$ cat config.mk
export PLATFORM = sky130hd
export DESIGN_NAME = tmr_irq_hub
export DESIGN_NICKNAME = d
export VERILOG_FILES = /design/src/rtl/tmr_irq_pkg.sv /design/src/rtl/tmr_irq_slice.sv /design/src/rtl/tmr_irq_router.sv /design/src/rtl/tmr_irq_hub.sv
export SDC_FILE = /design/constraint.sdc
export NUM_CORES = 1
export LEC_CHECK = 0
export BUFFER_PORTS_ARGS = -buffer_cell sky130_fd_sc_hd__buf_4
export CAP_MARGIN = 20
export CORE_AREA = 2 2 102 104
export DETAILED_ROUTE_END_ITERATION = 10
export DIE_AREA = 0 0 104 106
export PLACE_DENSITY = 0.75
export SYNTH_ARGS = -nofsm -noshare
export SYNTH_HDL_FRONTEND = slang
export SYNTH_SLANG_ARGS = --single-unit
export TNS_END_PERCENT = 1
$ cat constraint.sdc
create_clock -name clk -period 5.84 [get_ports clk]
set_clock_uncertainty 0.05 [all_clocks]
set_input_delay 1.752 -clock clk [delete_from_list [all_inputs] [get_ports clk]]
set_output_delay 1.752 -clock clk [all_outputs]
set_load 0.1 [all_outputs]
$ cat src/rtl/tmr_irq_pkg.sv
package tmr_irq_pkg;
  // Fixed lines taken over in legacy replacement mode
  localparam int unsigned LEGACY_LINE_T0 = 0;
  localparam int unsigned LEGACY_LINE_T1 = 8;

  typedef enum logic {
    TRIG_EDGE  = 1'b0,
    TRIG_LEVEL = 1'b1
  } trig_e;
endpackage

$ cat src/rtl/tmr_irq_slice.sv
module tmr_irq_slice
  import tmr_irq_pkg::*;
(
  input  logic clk,
  input  logic rst_n,
  input  logic fire,
  input  logic tmr_en,
  input  logic is_level,
  input  logic glb_en,
  input  logic clr_req,
  output logic status_q,
  output logic irq_q
);
  logic type_prev_q;
  logic held_q;
  logic pulse_q;
  logic status_d;
  logic set_ev;
  logic clr_ev;
  logic drive_ok;
  trig_e trig;

  assign trig     = trig_e'(is_level);
  assign drive_ok = tmr_en & glb_en;
  assign set_ev   = fire & (trig == TRIG_LEVEL);
  assign clr_ev   = clr_req | (type_prev_q & (trig == TRIG_EDGE))
                  | (fire & (trig == TRIG_EDGE));

  always_comb begin
    status_d = status_q;
    if (set_ev)      status_d = 1'b1;
    else if (clr_ev) status_d = 1'b0;
  end

  always_ff @(posedge clk or negedge rst_n) begin
    if (!rst_n) begin
      status_q    <= 1'b0;
      held_q      <= 1'b0;
      pulse_q     <= 1'b0;
      type_prev_q <= 1'b0;
    end else begin
      status_q    <= status_d;
      held_q      <= status_d & drive_ok & (trig == TRIG_LEVEL);
      pulse_q     <= fire & drive_ok & (trig == TRIG_EDGE);
      type_prev_q <= is_level;
    end
  end

  assign irq_q = held_q | pulse_q;

  assert_level_sets_R1: assert property (@(posedge clk) disable iff (!rst_n)
    (fire && is_level) |=> status_q);
  assert_edge_pulse_R2: assert property (@(posedge clk) disable iff (!rst_n)
    (fire && !is_level && tmr_en && glb_en) |=> (irq_q && !status_q));
  assert_tmr_off_quiet_R3: assert property (@(posedge clk) disable iff (!rst_n)
    (!tmr_en) |=> !irq_q);
  assert_glb_off_quiet_R4: assert property (@(posedge clk) disable iff (!rst_n)
    (!glb_en) |=> !irq_q);
  assert_w1c_R5: assert property (@(posedge clk) disable iff (!rst_n)
    (clr_req && !fire) |=> (!status_q && !held_q));
  assert_type_change_R10: assert property (@(posedge clk) disable iff (!rst_n)
    ($fell(is_level) && !fire) |=> !status_q);
endmodule

$ cat src/rtl/tmr_irq_router.sv
module tmr_irq_router
  import tmr_irq_pkg::*;
#(
  parameter int unsigned N_TMR   = 8,
  parameter int unsigned N_LINES = 32,
  parameter int unsigned RW      = $clog2(N_LINES)
) (
  input  logic [N_TMR-1:0]    tmr_irq,
  input  logic [N_TMR*RW-1:0] tmr_route,
  input  logic                legacy_en,
  input  logic                pit_in,
  input  logic                rtc_in,
  output logic [N_LINES-1:0]  lines
);
  logic [N_LINES-1:0] tmr_lines;
  logic [N_LINES-1:0] ext_lines;

  always_comb begin
    tmr_lines = '0;
    for (int i = 0; i < int'(N_TMR); i++) begin
      logic [RW-1:0] sel;
      sel = tmr_route[i*RW +: RW];
      if (legacy_en && i == 0)      sel = RW'(LEGACY_LINE_T0);
      else if (legacy_en && i == 1) sel = RW'(LEGACY_LINE_T1);
      if (tmr_irq[i]) tmr_lines[sel] = 1'b1;
    end
  end

  always_comb begin
    ext_lines = '0;
    if (!legacy_en) begin
      ext_lines[LEGACY_LINE_T0] = pit_in;
      ext_lines[LEGACY_LINE_T1] = rtc_in;
    end
  end

  assign lines = tmr_lines | ext_lines;
endmodule

$ cat src/rtl/tmr_irq_hub.sv
module tmr_irq_hub
  import tmr_irq_pkg::*;
#(
  parameter int unsigned N_TMR   = 8,
  parameter int unsigned N_LINES = 32,
  parameter int unsigned RW      = $clog2(N_LINES)
) (
  input  logic                clk,
  input  logic                rst_n,
  input  logic [N_TMR-1:0]    fire,
  input  logic [N_TMR-1:0]    tmr_en,
  input  logic [N_TMR-1:0]    tmr_level,
  input  logic [N_TMR*RW-1:0] tmr_route,
  input  logic                glb_en,
  input  logic                legacy_en,
  input  logic                sts_wr,
  input  logic [N_TMR-1:0]    sts_wdata,
  input  logic                pit_in,
  input  logic                rtc_in,
  output logic [N_LINES-1:0]  irq_out,
  output logic [N_TMR-1:0]    status,
  output logic                pit_enable
);
  logic [N_TMR-1:0] tmr_irq;
  logic [N_TMR-1:0] clr_mask;
  logic             pit_en_q;

  assign clr_mask = sts_wdata & {N_TMR{sts_wr}};

  for (genvar g = 0; g < int'(N_TMR); g++) begin : g_slice
    tmr_irq_slice u_slice (
      .clk      (clk),
      .rst_n    (rst_n),
      .fire     (fire[g]),
      .tmr_en   (tmr_en[g]),
      .is_level (tmr_level[g]),
      .glb_en   (glb_en),
      .clr_req  (clr_mask[g]),
      .status_q (status[g]),
      .irq_q    (tmr_irq[g])
    );
  end

  tmr_irq_router #(.N_TMR(N_TMR), .N_LINES(N_LINES), .RW(RW)) u_router (
    .tmr_irq   (tmr_irq),
    .tmr_route (tmr_route),
    .legacy_en (legacy_en),
    .pit_in    (pit_in),
    .rtc_in    (rtc_in),
    .lines     (irq_out)
  );

  always_ff @(posedge clk or negedge rst_n) begin
    if (!rst_n) pit_en_q <= 1'b1;
    else        pit_en_q <= ~legacy_en;
  end
  assign pit_enable = pit_en_q;

  assert_pit_off_R8: assert property (@(posedge clk) disable iff (!rst_n)
    legacy_en |=> !pit_enable);
  assert_pit_on_R8: assert property (@(posedge clk) disable iff (!rst_n)
    !legacy_en |=> pit_enable);
  assert_no_irq_when_idle_R4: assert property (@(posedge clk) disable iff (!rst_n)
    (!glb_en && legacy_en) |=> (tmr_irq == '0));
endmodule

==> report_table.html <==
<table>
<tr><th>Metric</th><th>Value</th></tr>
<tr><th colspan="2">Placed design</th></tr>
<tr><td>HPWL after detailed placement</td><td>15100 µm</td></tr>
<tr><td>Placer's final routability congestion estimate</td><td>1.00</td></tr>
<tr><td>Pre-CTS WS</td><td>0.728 ns</td></tr>
<tr><td>Placed instance area</td><td>0.00488 mm²</td></tr>
<tr><td>Buffers on Ports</td><td>119</td></tr>
<tr><th colspan="2">Hold path</th></tr>
<tr><td>Endpoint, Worst Hold</td><td>g_slice[4].u_slice.status_q</td></tr>
<tr><td>Hold/Removal Path Class</td><td>reg2reg</td></tr>
<tr><td>Worst hold path cell count</td><td>3</td></tr>
<tr><td>Startpoint of the most critical hold path</td><td>g_slice[4].u_slice.type_prev_q</td></tr>
<tr><th colspan="2">Route</th></tr>
<tr><td>Via total after detailed routing</td><td>5215</td></tr>
<tr><td>Remaining antenna violation count after routing</td><td>0</td></tr>
<tr><td>Routed via count divided by cell count</td><td>6.67</td></tr>
<tr><td>Wirelength, routed</td><td>19100 µm</td></tr>
<tr><td>Remaining design rule violation count</td><td>0</td></tr>
<tr><td>Number of search-and-repair iterations in the first detailed-routing pass</td><td>5</td></tr>
<tr><td>DR iter-0 viols</td><td>681</td></tr>
<tr><td>Average routed wire per standard cell</td><td>24.5 µm</td></tr>
<tr><th colspan="2">CTS</th></tr>
<tr><td>CTS Root Buffer Type</td><td>sky130_fd_sc_hd__clkbuf_8</td></tr>
<tr><td>Clock Path Buffers</td><td>2</td></tr>
<tr><td>CTS Hold Bufs</td><td>0</td></tr>
<tr><td>H-tree lvl count</td><td>2</td></tr>
<tr><td>Number of buffers created by CTS</td><td>5</td></tr>
<tr><td>Number of resized instances in the post-cts repair step</td><td>0</td></tr>
<tr><td>Total clock sinks</td><td>33</td></tr>
<tr><td>Setup fix buffers added after clock tree synthesis</td><td>0</td></tr>
<tr><td>Clock Latency Late Sink</td><td>0.29 ns</td></tr>
<tr><td>Clock transition at the register clock pins on the worst setup and hold paths after CTS</td><td>0.07 ns</td></tr>
<tr><td>Clock tree from TritonCTS</td><td>built</td></tr>
<tr><th colspan="2">GRT</th></tr>
<tr><td>Global router's overall resource usage</td><td>0.341</td></tr>
<tr><td>Largest net degree at the start of global routing</td><td>34</td></tr>
<tr><td>First-pass GRT wire length</td><td>28800 µm</td></tr>
<tr><td>Number of antenna violations at the first check in global routing</td><td>0</td></tr>
<tr><td>Number of global-route vias before repair</td><td>4908</td></tr>
<tr><td>Remaining global-route overflow</td><td>0</td></tr>
<tr><th colspan="2">Setup path</th></tr>
<tr><td>Critical path required time</td><td>4.04 ns</td></tr>
<tr><td>Worst R2R Start</td><td>g_slice[6].u_slice.status_q</td></tr>
<tr><td>Crit Reg-Reg Endpoint</td><td>g_slice[6].u_slice.held_q</td></tr>
<tr><td>Reg2reg path depth</td><td>2</td></tr>
<tr><td>Critical path class</td><td>in2out</td></tr>
<tr><td>Critical Path Start Type</td><td>input port</td></tr>
<tr><td>Arrival @ worst endpoint</td><td>3.42 ns</td></tr>
<tr><td>FF-to-FF setup slack</td><td>5.04 ns</td></tr>
<tr><td>Critical Path Fanout Max</td><td>19</td></tr>
<tr><td>Endpoint type of the worst setup path</td><td>output pin</td></tr>
<tr><th colspan="2">Finish</th></tr>
<tr><td>Most common library cell in the layout ignoring fill and taps</td><td>sky130_fd_sc_hd__buf_4</td></tr>
<tr><td>Leading cell types in the layout, fill and taps excluded</td><td>138 x sky130_fd_sc_hd__buf_4, 76 x sky130_fd_sc_hd__nor3_1, 65 x sky130_fd_sc_hd__nor2_1</td></tr>
<tr><td>Ratio of cells with drive above 1 in the final layout</td><td>0.282</td></tr>
<tr><td>Signed area change from the synthesized netlist to the final layout</td><td>29.2%</td></tr>
<tr><td>Post-route cell area</td><td>0.00500 mm²</td></tr>
<tr><td>Antenna diode instance count</td><td>0</td></tr>
<tr><td>Final Net Count</td><td>724</td></tr>
<tr><th colspan="2">Timing</th></tr>
<tr><td>Worst Max-Slew Pin Slew</td><td>1.05 ns</td></tr>
<tr><td>Setup ws final</td><td>0.618 ns</td></tr>
<tr><td>Final setup violation count</td><td>0</td></tr>
<tr><td>Final period utilization</td><td>0.894</td></tr>
<tr><td>Setup repair after global routing missed its margin</td><td>no</td></tr>
<tr><td>Slew headroom</td><td>0.297</td></tr>
<tr><td>Max Fclk</td><td>0.192 GHz</td></tr>
<tr><td>Final critical-path required period</td><td>5.22 ns</td></tr>
<tr><td>Final total negative setup slack</td><td>0 ns</td></tr>
<tr><td>Final-report max-slew violation count</td><td>0</td></tr>
<tr><td>Number of endpoints with negative hold slack in the final report</td><td>0</td></tr>
<tr><th colspan="2">Yosys</th></tr>
<tr><td>Avg Cell Area, Syn</td><td>7.20 µm²</td></tr>
<tr><td>Netlist area before placement</td><td>0.00387 mm²</td></tr>
<tr><td>Seq/Total Area, Yosys</td><td>0.214</td></tr>
<tr><td>Number of flops mapped to enable cells by yosys</td><td>0</td></tr>
<tr><td>Warnings, synthesis</td><td>0</td></tr>
<tr><td>Number of synthesized register bits</td><td>33</td></tr>
<tr><td>Distinct cell type count of the synthesized netlist</td><td>52</td></tr>
<tr><td>Predominant post-synthesis flop cell</td><td>sky130_fd_sc_hd__dfrtp_1</td></tr>
<tr><td>Post-Syn Nets</td><td>616</td></tr>
<tr><td>Post-synthesis instance total</td><td>537</td></tr>
<tr><td>Async set-or-reset flop fraction in the synthesized netlist</td><td>1.00</td></tr>
<tr><th colspan="2">Die</th></tr>
<tr><td>FP Rows</td><td>37</td></tr>
<tr><td>Floorplan Core Area</td><td>0.0100 mm²</td></tr>
<tr><td>Floorplan die width</td><td>104 µm</td></tr>
<tr><td>Initial Utilization</td><td>0.387</td></tr>
<tr><td>Die outline area</td><td>0.0110 mm²</td></tr>
<tr><td>Boundary pin count</td><td>120</td></tr>
<tr><td>Overall die height</td><td>106 µm</td></tr>
<tr><th colspan="2">Pwr</th></tr>
<tr><td>Standby leakage power</td><td>0.00211 µW</td></tr>
<tr><td>Total power divided by cell area</td><td>157 mW/mm²</td></tr>
<tr><td>Peak supply drop</td><td>193 µV</td></tr>
<tr><th colspan="2">Flow run</th></tr>
<tr><td>Maximum Capacitance Violations</td><td>0</td></tr>
<tr><th colspan="2">Status</th></tr>
<tr><td>Outcome</td><td>finished clean</td></tr>
</table>
through the flow:
step	hold WS [ns]	std cells	total power, µW	util
finish	0.465	782	784	0.500
global route	0.505	782	813	0.500
CTS	0.472	782	785	0.500
detailed placement	0.457	774	562	0.488
global placement	0.442	774	561	0.488
floorplan	0.434	537	449	-
where the power goes:
group | leakage [µW] | internal [µW] | switching (µW)
clock network | 0.0000585 | 139 | 80.6
registers | 0.000420 | 240 | 7.06
logic | 0.00163 | 93.0 | 224
total | 0.00211 | 472 | 312
per-layer routing:
metal	vias up	global-route usage	share of wire
li1	2307	-	-
met1	2452	0.421	0.39
met2	367	0.560	0.45
met3	89	0.0484	0.085
met4	0	0.219	0.070
met5	-	0	0
state kept, by name, summed over array words and instances (netlist names):
signal,cells
pit_enable,1
g_slice.u_slice.type_prev_q,8
g_slice.u_slice.status_q,8
g_slice.u_slice.held_q,8
g_slice.u_slice.pulse_q,8
critical path, stage by stage:
cell	delay, ns
sky130_fd_sc_hd__buf_4	0.19
sky130_fd_sc_hd__o211ai_1	0.44
sky130_fd_sc_hd__o22ai_1	0.26
sky130_fd_sc_hd__a211oi_1	0.43
sky130_fd_sc_hd__nand2_1	0.10
sky130_fd_sc_hd__buf_4	0.25
cell families (layout without fill, tap and decap cells):
kind of cell / count (synthesis) / in the layout / synth area share
compound gates: 128 / 128 / 0.241
flops: 33 / 33 / 0.214
buf+inv: 47 / 156 / 0.0595
simple gates: 329 / 329 / 0.486
cell type report:
type / instances / area [µm²]
fillers: 1030 / 5000
multi-input cells: 457 / 2810
repair buffers: 138 / 1040
flip-flops and latches: 33 / 827
well taps: 136 / 170
clock buffers: 7 / 86.3
inverters: 10 / 37.5
clock inverters: 1 / 30.0
worst max path at each step:
| stage | start | endpoint | cells past startpoint |
|---|---|---|---|
| 6_report | tmr_route[25] | irq_out[19] | 6 |
| 2_1_floorplan | tmr_route[20] | irq_out[0] | 5 |
| 5_1_grt | legacy_en | irq_out[18] | 7 |
| 3_3_place_gp | legacy_en | irq_out[11] | 6 |
| 4_1_cts | tmr_route[36] | irq_out[2] | 7 |
| 3_5_place_dp | legacy_en | irq_out[6] | 7 |
synth_stat cells, types with 3 or more instances:
cell type	number	area, µm²
sky130_fd_sc_hd__nor4_1	7	43.8
sky130_fd_sc_hd__nor3b_1	7	52.6
sky130_fd_sc_hd__a2111oi_0	5	43.8
sky130_fd_sc_hd__nor2_1	65	244
sky130_fd_sc_hd__dfrtp_1	32	801
sky130_fd_sc_hd__a211o_1	5	43.8
sky130_fd_sc_hd__o21ai_0	3	15.0
sky130_fd_sc_hd__a211oi_1	9	67.6
sky130_fd_sc_hd__nand3b_1	15	113
sky130_fd_sc_hd__inv_1	10	37.5
sky130_fd_sc_hd__nand2_1	29	109
sky130_fd_sc_hd__nor3_1	76	380
sky130_fd_sc_hd__o22ai_1	20	125
sky130_fd_sc_hd__or2_2	3	18.8
sky130_fd_sc_hd__o211ai_1	6	45.0
sky130_fd_sc_hd__and4b_1	8	80.1
sky130_fd_sc_hd__and4bb_2	3	37.5
sky130_fd_sc_hd__nor4b_1	6	52.6
sky130_fd_sc_hd__nand3_1	46	230
sky130_fd_sc_hd__o2111ai_1	4	35.0
sky130_fd_sc_hd__and3b_1	10	87.6
sky130_fd_sc_hd__o21ba_2	6	60.1
sky130_fd_sc_hd__clkbuf_1	11	41.3
sky130_fd_sc_hd__buf_2	11	55.1
sky130_fd_sc_hd__o21bai_1	8	60.1
sky130_fd_sc_hd__or3_1	12	75.1
sky130_fd_sc_hd__buf_4	10	75.1
sky130_fd_sc_hd__a22oi_1	12	90.1
sky130_fd_sc_hd__o21ai_1	4	20.0
sky130_fd_sc_hd__or3b_2	16	140
sky130_fd_sc_hd__a221oi_1	11	96.3
sky130_fd_sc_hd__nand2b_1	5	31.3
sky130_fd_sc_hd__nand4_1	9	56.3
sky130_fd_sc_hd__o221ai_1	6	52.6
sky130_fd_sc_hd__a21oi_1	22	110
sky130_fd_sc_hd__buf_1	3	11.3
(Power assumes the default switching activity.)
